==> src/rtl/lpm_pkg.sv <==
package lpm_pkg;
  typedef enum logic [1:0] {
    ST_RUN    = 2'd0,
    ST_IDLE   = 2'd1,
    ST_PDOWN  = 2'd2,
    ST_SETTLE = 2'd3
  } lpm_state_e;

  localparam int REQ_IDLE_BIT  = 0;
  localparam int REQ_PDOWN_BIT = 1;
endpackage

==> src/rtl/lpm_sync.sv <==
module lpm_sync #(
  parameter int W = 4
) (
  input  logic         clk,
  input  logic         rst_n,
  input  logic [W-1:0] d,
  output logic [W-1:0] q
);
  logic [W-1:0] stage1_q;
  logic [W-1:0] stage2_q;

  for (genvar i = 0; i < W; i++) begin : g_bit
    always_ff @(posedge clk or negedge rst_n) begin
      if (!rst_n) begin
        stage1_q[i] <= 1'b0;
        stage2_q[i] <= 1'b0;
      end else begin
        stage1_q[i] <= d[i];
        stage2_q[i] <= stage1_q[i];
      end
    end
  end

  assign q = stage2_q;
endmodule

==> src/rtl/lpm_seq.sv <==
module lpm_seq
  import lpm_pkg::*;
#(
  parameter int SETTLE_W = 12
) (
  input  logic                clk,
  input  logic                rst_n,
  input  logic                mode_wr,
  input  logic [1:0]          mode_wdata,
  input  logic                irq_any,
  input  logic                wake_any,
  input  logic [SETTLE_W-1:0] settle_cycles,
  output lpm_state_e          state,
  output logic [1:0]          mode_bits
);
  lpm_state_e          state_q, state_d;
  logic [1:0]          mode_q, mode_d;
  logic [SETTLE_W-1:0] cnt_q, cnt_d;
  logic                cnt_en;

  always_comb begin
    state_d = state_q;
    mode_d  = mode_q;
    cnt_d   = cnt_q;
    cnt_en  = 1'b0;
    case (state_q)
      ST_RUN: begin
        if (mode_wr && mode_wdata[REQ_PDOWN_BIT]) begin
          state_d = ST_PDOWN;
          mode_d  = 2'b10;
        end else if (mode_wr && mode_wdata[REQ_IDLE_BIT]) begin
          state_d = ST_IDLE;
          mode_d  = 2'b01;
        end
      end
      ST_IDLE: begin
        if (irq_any) begin
          state_d = ST_RUN;
          mode_d  = 2'b00;
        end
      end
      ST_PDOWN: begin
        if (wake_any) begin
          state_d = ST_SETTLE;
          cnt_d   = settle_cycles;
          cnt_en  = 1'b1;
        end
      end
      ST_SETTLE: begin
        if (cnt_q == '0) begin
          state_d = ST_RUN;
          mode_d  = 2'b00;
        end else begin
          cnt_d  = cnt_q - 1'b1;
          cnt_en = 1'b1;
        end
      end
      default: state_d = ST_RUN;
    endcase
  end

  always_ff @(posedge clk or negedge rst_n) begin
    if (!rst_n) begin
      state_q <= ST_RUN;
      mode_q  <= 2'b00;
    end else begin
      state_q <= state_d;
      mode_q  <= mode_d;
    end
  end

  always_ff @(posedge clk or negedge rst_n) begin
    if (!rst_n)      cnt_q <= '0;
    else if (cnt_en) cnt_q <= cnt_d;
  end

  assign state     = state_q;
  assign mode_bits = mode_q;
endmodule

==> src/rtl/lpm_gate.sv <==
module lpm_gate
  import lpm_pkg::*;
#(
  parameter int NPERIPH = 16
) (
  input  logic               clk,
  input  logic               rst_n,
  input  lpm_state_e         state,
  input  logic               pcon_wr,
  input  logic [NPERIPH-1:0] pcon_wdata,
  input  logic               rtc_ext_sel,
  output logic               core_clk_en,
  output logic               mem_clk_en,
  output logic               periph_clk_en,
  output logic [NPERIPH-1:0] periph_gate,
  output logic               osc_en,
  output logic               rtc_clk_en,
  output logic               pin_hold
);
  logic [NPERIPH-1:0] pcon_q;
  logic               pcon_en;

  assign pcon_en = pcon_wr && (state == ST_RUN);

  always_ff @(posedge clk or negedge rst_n) begin
    if (!rst_n)       pcon_q <= '1;
    else if (pcon_en) pcon_q <= pcon_wdata;
  end

  always_comb begin
    core_clk_en   = 1'b0;
    mem_clk_en    = 1'b0;
    periph_clk_en = 1'b0;
    osc_en        = 1'b0;
    rtc_clk_en    = rtc_ext_sel;
    pin_hold      = 1'b0;
    case (state)
      ST_RUN: begin
        core_clk_en   = 1'b1;
        mem_clk_en    = 1'b1;
        periph_clk_en = 1'b1;
        osc_en        = 1'b1;
        rtc_clk_en    = 1'b1;
      end
      ST_IDLE: begin
        periph_clk_en = 1'b1;
        osc_en        = 1'b1;
        rtc_clk_en    = 1'b1;
      end
      ST_PDOWN:  pin_hold = 1'b1;
      ST_SETTLE: begin
        osc_en   = 1'b1;
        pin_hold = 1'b1;
      end
      default: ;
    endcase
  end

  for (genvar i = 0; i < NPERIPH; i++) begin : g_gate
    assign periph_gate[i] = pcon_q[i] & periph_clk_en;
  end
endmodule

==> src/rtl/lpm_ctrl.sv <==
module lpm_ctrl
  import lpm_pkg::*;
#(
  parameter int NPERIPH  = 16,
  parameter int NIRQ     = 8,
  parameter int NWAKE    = 4,
  parameter int SETTLE_W = 12
) (
  input  logic                clk,
  input  logic                rst_n,
  input  logic                mode_wr,
  input  logic [1:0]          mode_wdata,
  input  logic [NIRQ-1:0]     irq,
  input  logic [NWAKE-1:0]    async_wake,
  input  logic [NWAKE-1:0]    wake_mask,
  input  logic                pcon_wr,
  input  logic [NPERIPH-1:0]  pcon_wdata,
  input  logic                rtc_ext_sel,
  input  logic [SETTLE_W-1:0] settle_cycles,
  output logic                core_clk_en,
  output logic                mem_clk_en,
  output logic                periph_clk_en,
  output logic [NPERIPH-1:0]  periph_gate,
  output logic                osc_en,
  output logic                rtc_clk_en,
  output logic                pin_hold,
  output logic [1:0]          mode_bits
);
  logic             rst_meta_q, rst_sync_n;
  logic [NWAKE-1:0] wake_qual, wake_sync;
  logic             wake_seen;
  lpm_state_e       state;

  always_ff @(posedge clk or negedge rst_n) begin
    if (!rst_n) begin
      rst_meta_q <= 1'b0;
      rst_sync_n <= 1'b0;
    end else begin
      rst_meta_q <= 1'b1;
      rst_sync_n <= rst_meta_q;
    end
  end

  assign wake_qual = async_wake & wake_mask;

  lpm_sync #(.W(NWAKE)) u_wsync (
    .clk(clk), .rst_n(rst_sync_n), .d(wake_qual), .q(wake_sync)
  );

  assign wake_seen = |wake_sync;

  lpm_seq #(.SETTLE_W(SETTLE_W)) u_seq (
    .clk(clk), .rst_n(rst_sync_n), .mode_wr(mode_wr), .mode_wdata(mode_wdata),
    .irq_any(|irq), .wake_any(wake_seen), .settle_cycles(settle_cycles),
    .state(state), .mode_bits(mode_bits)
  );

  lpm_gate #(.NPERIPH(NPERIPH)) u_gate (
    .clk(clk), .rst_n(rst_sync_n), .state(state), .pcon_wr(pcon_wr),
    .pcon_wdata(pcon_wdata), .rtc_ext_sel(rtc_ext_sel),
    .core_clk_en(core_clk_en), .mem_clk_en(mem_clk_en),
    .periph_clk_en(periph_clk_en), .periph_gate(periph_gate),
    .osc_en(osc_en), .rtc_clk_en(rtc_clk_en), .pin_hold(pin_hold)
  );
endmodule

==> config.mk <==
export PLATFORM = sky130hd
export DESIGN_NAME = lpm_ctrl
export DESIGN_NICKNAME = d
export VERILOG_FILES = /design/src/rtl/lpm_pkg.sv /design/src/rtl/lpm_sync.sv /design/src/rtl/lpm_seq.sv /design/src/rtl/lpm_gate.sv /design/src/rtl/lpm_ctrl.sv
export SDC_FILE = /design/constraint.sdc
export NUM_CORES = 1
export LEC_CHECK = 0
export BUFFER_PORTS_ARGS = -buffer_cell sky130_fd_sc_hd__buf_4
export CORE_ASPECT_RATIO = 1.5
export CORE_MARGIN = 1
export CORE_UTILIZATION = 35
export CTS_BUF_LIST = sky130_fd_sc_hd__clkbuf_2 sky130_fd_sc_hd__clkbuf_4 sky130_fd_sc_hd__clkbuf_8
export DETAILED_ROUTE_END_ITERATION = 8
export GPL_TIMING_DRIVEN = 0
export SLEW_MARGIN = 20
export SYNTH_ARGS = -nofsm -noshare
export SYNTH_HDL_FRONTEND = slang
export SYNTH_SLANG_ARGS = --single-unit
==> constraint.sdc <==
create_clock -name clk -period 2.6 [get_ports clk]
set_clock_uncertainty 0.15 [all_clocks]
set_input_delay 0.52 -clock clk [delete_from_list [all_inputs] [get_ports clk]]
set_output_delay 0.52 -clock clk [all_outputs]
set_load 0.02 [all_outputs]
==> out/qor.yml, run 1 <==
io_pins: 75
clock-sinks: 42
cts.reportedPaths.clkPinSlew_ps: 80
synth_top_area_share_pct: 30.3
yosys.area.top_type: "dfrtp_1"
worstSetupEndpointType: "output pin"
die_x_um: 66.0
h-tree-depth: 2
drv_slew: 0
gp_congestion: 0.745
vias: 1862
drt_iter0_drc: 93
synthCells: 197
r2r_start: "u_seq.cnt_q[0]"
dpl.hpwl_um: 3830
first_pass_iters: 5
postPlaceCellArea_mm2: 0.00282
crit_arrival_ps: 1680
critPathKind: "reg -> out"
final_core_util_pct: 49.9
grt_max_degree: 22
synth-seq-cells: 42
seq_area_frac_synth_pct: 49.8
drive_gt1_share_pct: 42.3
dieArea_mm2: 0.00647
power.density_mw_per_mm2: 934
final_nets: 333
tns_ps: 0
tightest_slew_ps: 601
route.detailed.drc: 0
synth_area_per_cell_um2: 10.9
synthesis.nets: 250
post_cts.repair.setup_buffers: 0
dp.cells: 344
synthArstFlopShare_pct: 100
stdcell_count: 353
antenna_cells: 0
required_ps: 1930
pre_cts_slack_ps: 523
core_mm2: 0.00587
finalSetupViolations: 0
fin_crit_sh_pct: 90.2
yosys_warnings: 0
cts_resized: 0
r2r_setup_slack_ps: 480
track_usage_pct: 17.3
hold_path.class: "reg -> async"
ir_drop_v: 0.000445
final_common_cell: "buf_4"
cp_max_fo: 10
worstSetupStartpointType: "flop"
finalWorstSetupSlack_ps: 254
synth_top_cells_by_area: "dfrtp_1 (30%), dfstp_2 (20%), mux2_1 (8.4%), nor2b_1 (4.7%), nor2_1 (2.3%)"
worst-r2r-cell-count: 7
clock_latency_ps: 290
cts_buffers: 5
postLayoutCellArea_mm2: 0.00293
ant_nets: 0
grt_pass1_vias: 1883
hold_viol: 0
synthFlopType: "dfrtp_1"
wl_per_cell_um: 14.5
rsz0062_at_grt: "false"
vias_per_cell: 5.27
wl_um: 5120
p_leak_uw: 0.00128
ys_types: 46
fmax_mhz: 426
cts_tree: "yes"
num_rows: 34
die_h_um: 98.0
slew_headroom_pct: 59.9
synth-edff-count: 0
synth.cell_area_mm2: 0.00215
r2r-end: "u_seq.cnt_q[11]"
overflow: 0
clk_path_buf_depth: 2
max-cap-violations: 0
layout_common_cells: "buf_4 (76), dfrtp_1 (25), nor2b_1 (16), mux2_1 (16), dfstp_2 (16)"
antenna_found_initial: 0
grt_pass1_wl_um: 8510
cts_root_buf: "clkbuf_8"
fin_crit_ps: 2350
status: "complete, no violations"
start_util_pct: 36.6
syn_to_final_growth_pct: 36.3
portBuffers: 74
==> critical path, stage by stage (launching register included) <==
cell and delay (ps):
dfrtp_1 430, buf_2 250, clkbuf_1 400, nor2b_1 120
buf_4 180
==> what timing repair did <==
action,in CTS,in global routing
endpoints found under the hold margin,2,0
hold buffers,1,0
endpoints found under the setup margin,0,0
==> power breakdown <==
| group | switching (uW) | internal, uW | total [uW] | leakage [uW] |
|---|---|---|---|---|
| clock network | 211 | 225 | 436 | 0.0000517 |
| logic | 568 | 516 | 1080 | 0.000753 |
| registers | 233 | 982 | 1220 | 0.000479 |
==> cell usage after synthesis, types with 2 or more instances <==
cell type and number:
a31oi_1 7, o2bb2ai_1 4, and2_1 6, buf_4 2
dfstp_2 16, inv_1 3, buf_2 6, or4_4 3
o21ai_2 2, mux2_1 16, dfrtp_1 26, a41oi_1 2
nor2b_1 16, nand3_1 6, o21ai_1 5, nor4_2 2
nor3_1 3, nor2_1 13, a21oi_1 9, nand2b_1 3
clkbuf_1 5, nand4_1 3, o31ai_1 4, nand2_1 6
o21a_1 2, o21ai_0 6, ha_1 2
==> layout make-up <==
class                   instances  area [um^2]
multi-input cells             139         1000
flip-flops and latches         42         1070
fillers                       597         2940
clock buffers                   7         90.1
repair buffers                 76          593
well taps                      72         90.1
plain buffers                  13         63.8
clock inverters                 1         5.00
inverters                       3         11.3
==> stage by stage <==
stage,hold WS (ps),total power (uW)
final,84.1,2730
after global routing,125,2940
after CTS,106,2760
after detailed placement,99.1,2310
after global placement,153,2290
after floorplan,74.4,1940
==> state kept, by name, summed over array words and instances (netlist names) <==
register and count:
u_seq.mode_bits 2, u_wsync.stage1_q 4, u_seq.state 2, rst_meta_q 1, u_gate.pcon_q 16, u_seq.cnt_q 12, u_wsync.q 4, rst_sync_n 1
==> worst max-delay path by stage <==
| stage | end | cells after the start | slack [ps] | start |
|---|---|---|---|---|
| after global routing | periph_gate[13] | 4 | 90 | u_seq.state[1] |
| after global placement | u_seq.cnt_q[11] | 7 | 520 | u_seq.cnt_q[0] |
| after detailed placement | u_seq.cnt_q[11] | 7 | 520 | u_seq.cnt_q[0] |
| after CTS | periph_gate[13] | 4 | 210 | u_seq.state[1] |
| final | periph_gate[13] | 4 | 250 | u_seq.state[1] |
| after floorplan | u_gate.pcon_q[10] | 5 | 700 | u_seq.state[1] |
==> metal layers <==
| metal | routed length, um | global-route usage [%] | part of all wire [%] |
|---|---|---|---|
| met1 | 2060 | 19.6 | 40 |
| met2 | 2680 | 30.3 | 52 |
| met4 | 104 | 8.02 | 2.0 |
| met5 | 0 | 0 | 0 |
| met3 | 277 | 3.50 | 5.4 |
==> logic make-up after synthesis <==
kind of cell / share of synthesized area, %
buffers and inverters: 3.49
adder cells (fa/ha/maj): 1.16
AO/OA/AOI/OAI: 15.3
flip-flops: 49.8
other: 0.174
multiplexers: 8.38
AND/OR/NAND/NOR: 21.7
No activity file was read; power rests on OpenSTA's default activity.
==> inputs of run 2 (changes only) <==
- SYNTH_HIERARCHICAL: default -> 1
==> out/qor.yml, run 2 <==
power.density_mw_per_mm2: 1060  # +13%
p_leak_uw: 0.00128  # about the same
drt_iter0_drc: 25  # -73%
wl_per_cell_um: 12.8  # -11%
antenna_found_initial: 0  # unchanged
synthFlopType: "dfrtp_1"
r2r_setup_slack_ps: 260  # -220 ps
ant_nets: 0  # unchanged
status: "complete, no violations"
first_pass_iters: 4  # -1
grt_pass1_wl_um: 7300  # -14%
largestRegisters: "u_gate/pcon_q x16, u_seq/cnt_q x12"
top_register: "u_gate/pcon_q"
synthCells: 191  # -3.0%
overflow: 0  # unchanged
synth.cell_area_mm2: 0.00207  # -3.9%
layout_common_cells: "buf_4 (75), dfrtp_1 (25), mux2_2 (18)"
dp.cells: 336  # -2.3%
postPlaceCellArea_mm2: 0.00274  # -3.1%
start_util_pct: 37.1  # +0.44 points
syn_to_final_growth_pct: 38.8
max-cap-violations: 0  # unchanged
synthesis.nets: 244  # -2.4%
stdcell_count: 345  # -2.3%
fin_crit_sh_pct: 89.8  # -0.41 points
rsz0062_at_grt: "false"
track_usage_pct: 15.4  # -1.9 points
tightest_slew_ps: 544  # -57.3 ps
critPathKind: "reg -> reg"
h-tree-depth: 2  # unchanged
clock_latency_ps: 280  # about the same
route.detailed.drc: 0  # unchanged
fmax_mhz: 428  # +0.46%
post_cts.repair.setup_buffers: 0  # unchanged
required_ps: 2600  # +670 ps
tns_ps: 0  # unchanged
grt_pass1_vias: 1634  # -13%
die_x_um: 64.7  # -1.9%
gp_congestion: 0.795  # +6.6%
num_rows: 33  # -2.9%
synth_area_per_cell_um2: 10.8  # -0.88%
worstSetupStartpointType: "flop"
finalSetupViolations: 0  # unchanged
core_mm2: 0.00557  # -5.1%
drive_gt1_share_pct: 46.9  # +4.6 points
yosys.area.top_type: "dfrtp_1"
vias: 1735  # -6.8%
portBuffers: 74  # unchanged
cp_max_fo: 10  # unchanged
cts_tree: "yes"
final_nets: 327  # -1.8%
crit_arrival_ps: 2340  # +660 ps
cts.reportedPaths.clkPinSlew_ps: 80  # about the same
io_pins: 75  # unchanged
wl_um: 4430  # -13%
antenna_cells: 0  # unchanged
cts_buffers: 5  # unchanged
synth-seq-cells: 42  # unchanged
synth_common_cells: "dfrtp_1 (26), mux2_2 (18), nor2b_1 (17)"
synth-edff-count: 0  # unchanged
synthArstFlopShare_pct: 100  # unchanged
ys_types: 45  # -2.2%
synth_top_cells_by_area: "dfrtp_1 (31%), dfstp_2 (20%), mux2_2 (9.8%), nor2b_1 (5.1%), o21ai_0 (2.9%)"
grt_max_degree: 25  # +14%
seq_area_frac_synth_pct: 51.8  # +2.0 points
worstSetupEndpointType: "flop"
ir_drop_v: 0.000585  # +31%
vias_per_cell: 5.03  # -4.7%
num-fill-cells: 552  # -7.5%
hold_viol: 0  # unchanged
worst-r2r-cell-count: 6  # -1
cts_root_buf: "clkbuf_8"
r2r-end: "u_seq/cnt_q[11]"
clock-sinks: 42  # unchanged
hold_path.class: "reg -> async"
dieArea_mm2: 0.00622  # -3.8%
r2r_start: "u_wsync/q[1]"
yosys_warnings: 6  # +6
clk_path_buf_depth: 2  # unchanged
dpl.hpwl_um: 3450  # -9.8%
fin_crit_ps: 2340  # -10.6 ps
die_h_um: 96.1  # -1.9%
slew_headroom_pct: 63.4  # +3.5 points
total_power_uw: 3040  # +11%
postLayoutCellArea_mm2: 0.00287  # -2.1%
final_common_cell: "buf_4"
drv_slew: 0  # unchanged
final_core_util_pct: 51.4  # +1.6 points
synth_top_area_share_pct: 31.5  # +1.2 points
post-synth-top-count-cell: "dfrtp_1"
largest_reg_flops: 16  # unchanged
==> run 2: final cells by class <==
cell class              count  area (um^2)  area share (%)
multi-input cells         130          903            31.5
plain buffers              13         68.8            2.40
clock buffers               7         90.1            3.14
flip-flops and latches     42         1070            37.4
repair buffers             76          593            20.7
clock inverters             1         30.0            1.05
well taps                  70         87.6            3.05
inverters                   6         22.5           0.785
==> run 2: how the worst max path moves through the flow <==
stage                  from         endpoint  slack, ps  depth (start not counted)
2_1_floorplan  u_wsync/q[1]  u_seq/cnt_q[11]        560                          6
3_3_place_gp   u_wsync/q[1]  u_seq/cnt_q[11]        120                          6
3_5_place_dp   u_wsync/q[1]  u_seq/cnt_q[11]        100                          6
4_1_cts        u_wsync/q[1]  u_seq/cnt_q[10]         70                          6
5_1_grt        u_wsync/q[1]   u_seq/state[0]        120                          6
6_report       u_wsync/q[1]  u_seq/cnt_q[11]        260                          6
==> run 2: routing by layer <==
layer | wire, um | GRT usage [%]
met1 | 1670 | 15.6
met2 | 2400 | 29.2
met3 | 270 | 3.67
met4 | 89 | 7.41
met5 | 0 | 0
==> run 2: worst max-delay path: stages, from the launching register on <==
cell     delay, ps
dfrtp_1        360
or4_1          580
o21ai_1        390
a31o_2         160
buf_2          180
buf_2          260
o21ai_0        120
==> run 2: logic make-up after synthesis <==
| logic type | count (synthesis) | share of synthesized area [%] |
|---|---|---|
| flip-flops | 42 | 51.8 |
| AND/OR/NAND/NOR | 65 | 18.7 |
| multiplexers | 19 | 10.3 |
| AO/OA/AOI/OAI | 43 | 13.4 |
| other | 1 | 0.182 |
| adder cells (fa/ha/maj) | 2 | 1.21 |
| buffers and inverters | 19 | 4.42 |
==> run 2: stage by stage <==
stage / setup slack, ps / hold slack (ps)
after floorplan: 564 / 74.4
after global placement: 115 / 153
after detailed placement: 104 / 60.2
after CTS: 74.4 / 71.9
after global routing: 119 / 100
final: 265 / 52.4
==> run 2: timing repair <==
item,CTS,global route
endpoints found under the hold margin,2,0
hold buffers,1,0
setup endpoints to repair,0,9
resized for setup,0,1
==> run 2: report_power, final <==
group | switching, uW | internal [uW]
Clock | 207 | 323
Sequential | 179 | 998
Combinational | 698 | 632
Total | 1080 | 1950
==> inputs of run 3 (changes only) <==
- CORE_UTILIZATION: 35 -> 40
- PLACE_DENSITY: default -> 0.67
==> out/qor.yml, run 3 (synthesized netlist as in run 2, its figures left out) <==
status: "complete, no violations"
antenna_found_initial: 0  # unchanged
dpl.hpwl_um: 3400  # -1.3%
tightest_slew_ps: 525  # -18.6 ps
hold_viol: 0  # unchanged
drt_iter0_drc: 40  # +60%
io_pins: 75  # unchanged
vias: 1708  # -1.6%
largest_reg_flops: 16  # unchanged
drive_gt1_share_pct: 46.9  # unchanged
h-tree-depth: 2  # unchanged
top_register: "u_gate/pcon_q"
cts_root_buf: "clkbuf_8"
ir_drop_v: 0.000550  # -5.9%
wl_per_cell_um: 12.8  # -0.65%
rsz0062_at_grt: "false"
largestRegisters: "u_gate/pcon_q x16, u_seq/cnt_q x12"
power.density_mw_per_mm2: 1030  # -2.5%
grt_max_degree: 26  # +4.0%
drv_slew: 0  # unchanged
syn_to_final_growth_pct: 36.8
cts_buffers: 5  # unchanged
hold_path.class: "reg -> async"
track_usage_pct: 17.2  # +1.8 points
cp_max_fo: 10  # unchanged
grt_pass1_wl_um: 7210  # -1.2%
wl_um: 4350  # -1.8%
clk_path_buf_depth: 2  # unchanged
die_h_um: 90.0  # -6.3%
clock_latency_ps: 290  # about the same
final_common_cell: "buf_4"
cts.reportedPaths.clkPinSlew_ps: 80  # about the same
finalWorstSetupSlack_ps: 280  # +15.1 ps
finalSetupViolations: 0  # unchanged
layout_common_cells: "buf_4 (75), dfrtp_1 (25), mux2_2 (18)"
slew_headroom_pct: 64.7  # +1.2 points
num_rows: 31  # -6.1%
crit_arrival_ps: 2320  # -20 ps
fmax_mhz: 431  # +0.65%
antenna_cells: 0  # unchanged
vias_per_cell: 5.01  # -0.40%
ant_nets: 0  # unchanged
portBuffers: 74  # unchanged
tns_ps: 0  # unchanged
dieArea_mm2: 0.00546  # -12%
clock-sinks: 42  # unchanged
core_mm2: 0.00489  # -12%
grt_pass1_vias: 1666  # +2.0%
route.detailed.drc: 0  # unchanged
worstSetupStartpointType: "flop"
p_leak_uw: 0.00127  # -1.3%
worstSetupEndpointType: "flop"
r2r_setup_slack_ps: 280  # +20 ps
overflow: 0  # unchanged
required_ps: 2600  # about the same
critPathKind: "reg -> reg"
final_nets: 327  # unchanged
first_pass_iters: 4  # unchanged
post_cts.repair.setup_buffers: 0  # unchanged
max-cap-violations: 0  # unchanged
fin_crit_sh_pct: 89.2  # -0.58 points
pre_cts_slack_ps: 125  # +21.2 ps
gp_congestion: 0.817  # +2.9%
start_util_pct: 42.3  # +5.2 points
fin_crit_ps: 2320  # -15.1 ps
cts_tree: "yes"
die_x_um: 60.7  # -6.3%
==> run 3: changes by cell type in the layout (fill, tap and decap cells not counted) <==
cell / delta
buf_12: +1
buf_16: -1
bufinv_16: -1
clkbuf_8: -1
clkinv_2: +1
clkinv_4: +1
==> run 3: final cells by class <==
class,count,area (um^2)
clock inverters,2,13.8
multi-input cells,130,903
flip-flops and latches,42,1070
clock buffers,6,76.3
plain buffers,13,68.8
inverters,6,22.5
well taps,66,82.6
fillers,459,2060
repair buffers,76,586
==> run 3: power by group <==
group | leakage (uW) | internal, uW | switching [uW]
Clock | 0.0000486 | 200 | 213
Sequential | 0.000483 | 998 | 184
Combinational | 0.000735 | 631 | 690
Total | 0.00127 | 1830 | 1090
==> run 3: final timing paths <==
check	start	end	cells past startpoint
hold reg to reg	rst_sync_n	u_seq/cnt_q[3]	0
hold / removal	rst_sync_n	u_seq/cnt_q[3]	0
max in group asynchronous	rst_sync_n	u_gate/pcon_q[10]	1
setup / recovery	u_wsync/q[1]	u_seq/state[0]	6
setup reg to reg	u_wsync/q[1]	u_seq/state[0]	6
min in group clk	u_wsync/stage1_q[0]	u_wsync/q[0]	0
==> run 3: per-stage QoR <==
stage	instance area [um^2]	hold slack, ps	utilization, %	instances	power, uW
finish	2830	38.7	57.8	341	2920
global route	2830	78.1	57.8	341	3160
CTS	2830	56.2	57.8	341	2950
detailed placement	2730	45.1	55.8	332	2530
global placement	2700	152	55.3	331	2480
floorplan	2070	74.4	-	191	2090
==> run 3: metal layers <==
metal  wire length [um]  global-route usage [%]  share of wire, %  up-vias
met5                  0                       0                 0        -
met4                 71                    6.06               1.6        0
met3                320                    3.74               7.4        7
met2               2150                    28.9                49       71
met1               1810                    21.1                42      785
li1                   -                       -                 -      845
==> run 3: worst max-delay path, stage by stage (launching register included) <==
cell	delay, ps
dfrtp_1	360
or4_1	570
o21ai_1	380
a31o_2	160
buf_2	180
buf_2	260
o21ai_0	130
==> run 3: what timing repair did <==
| action | CTS | global route |
|---|---|---|
| hold endpoints to repair | 2 | 0 |
| hold buffers | 1 | 0 |
| setup endpoints to repair | 0 | 3 |
| resized for setup | 0 | 1 |
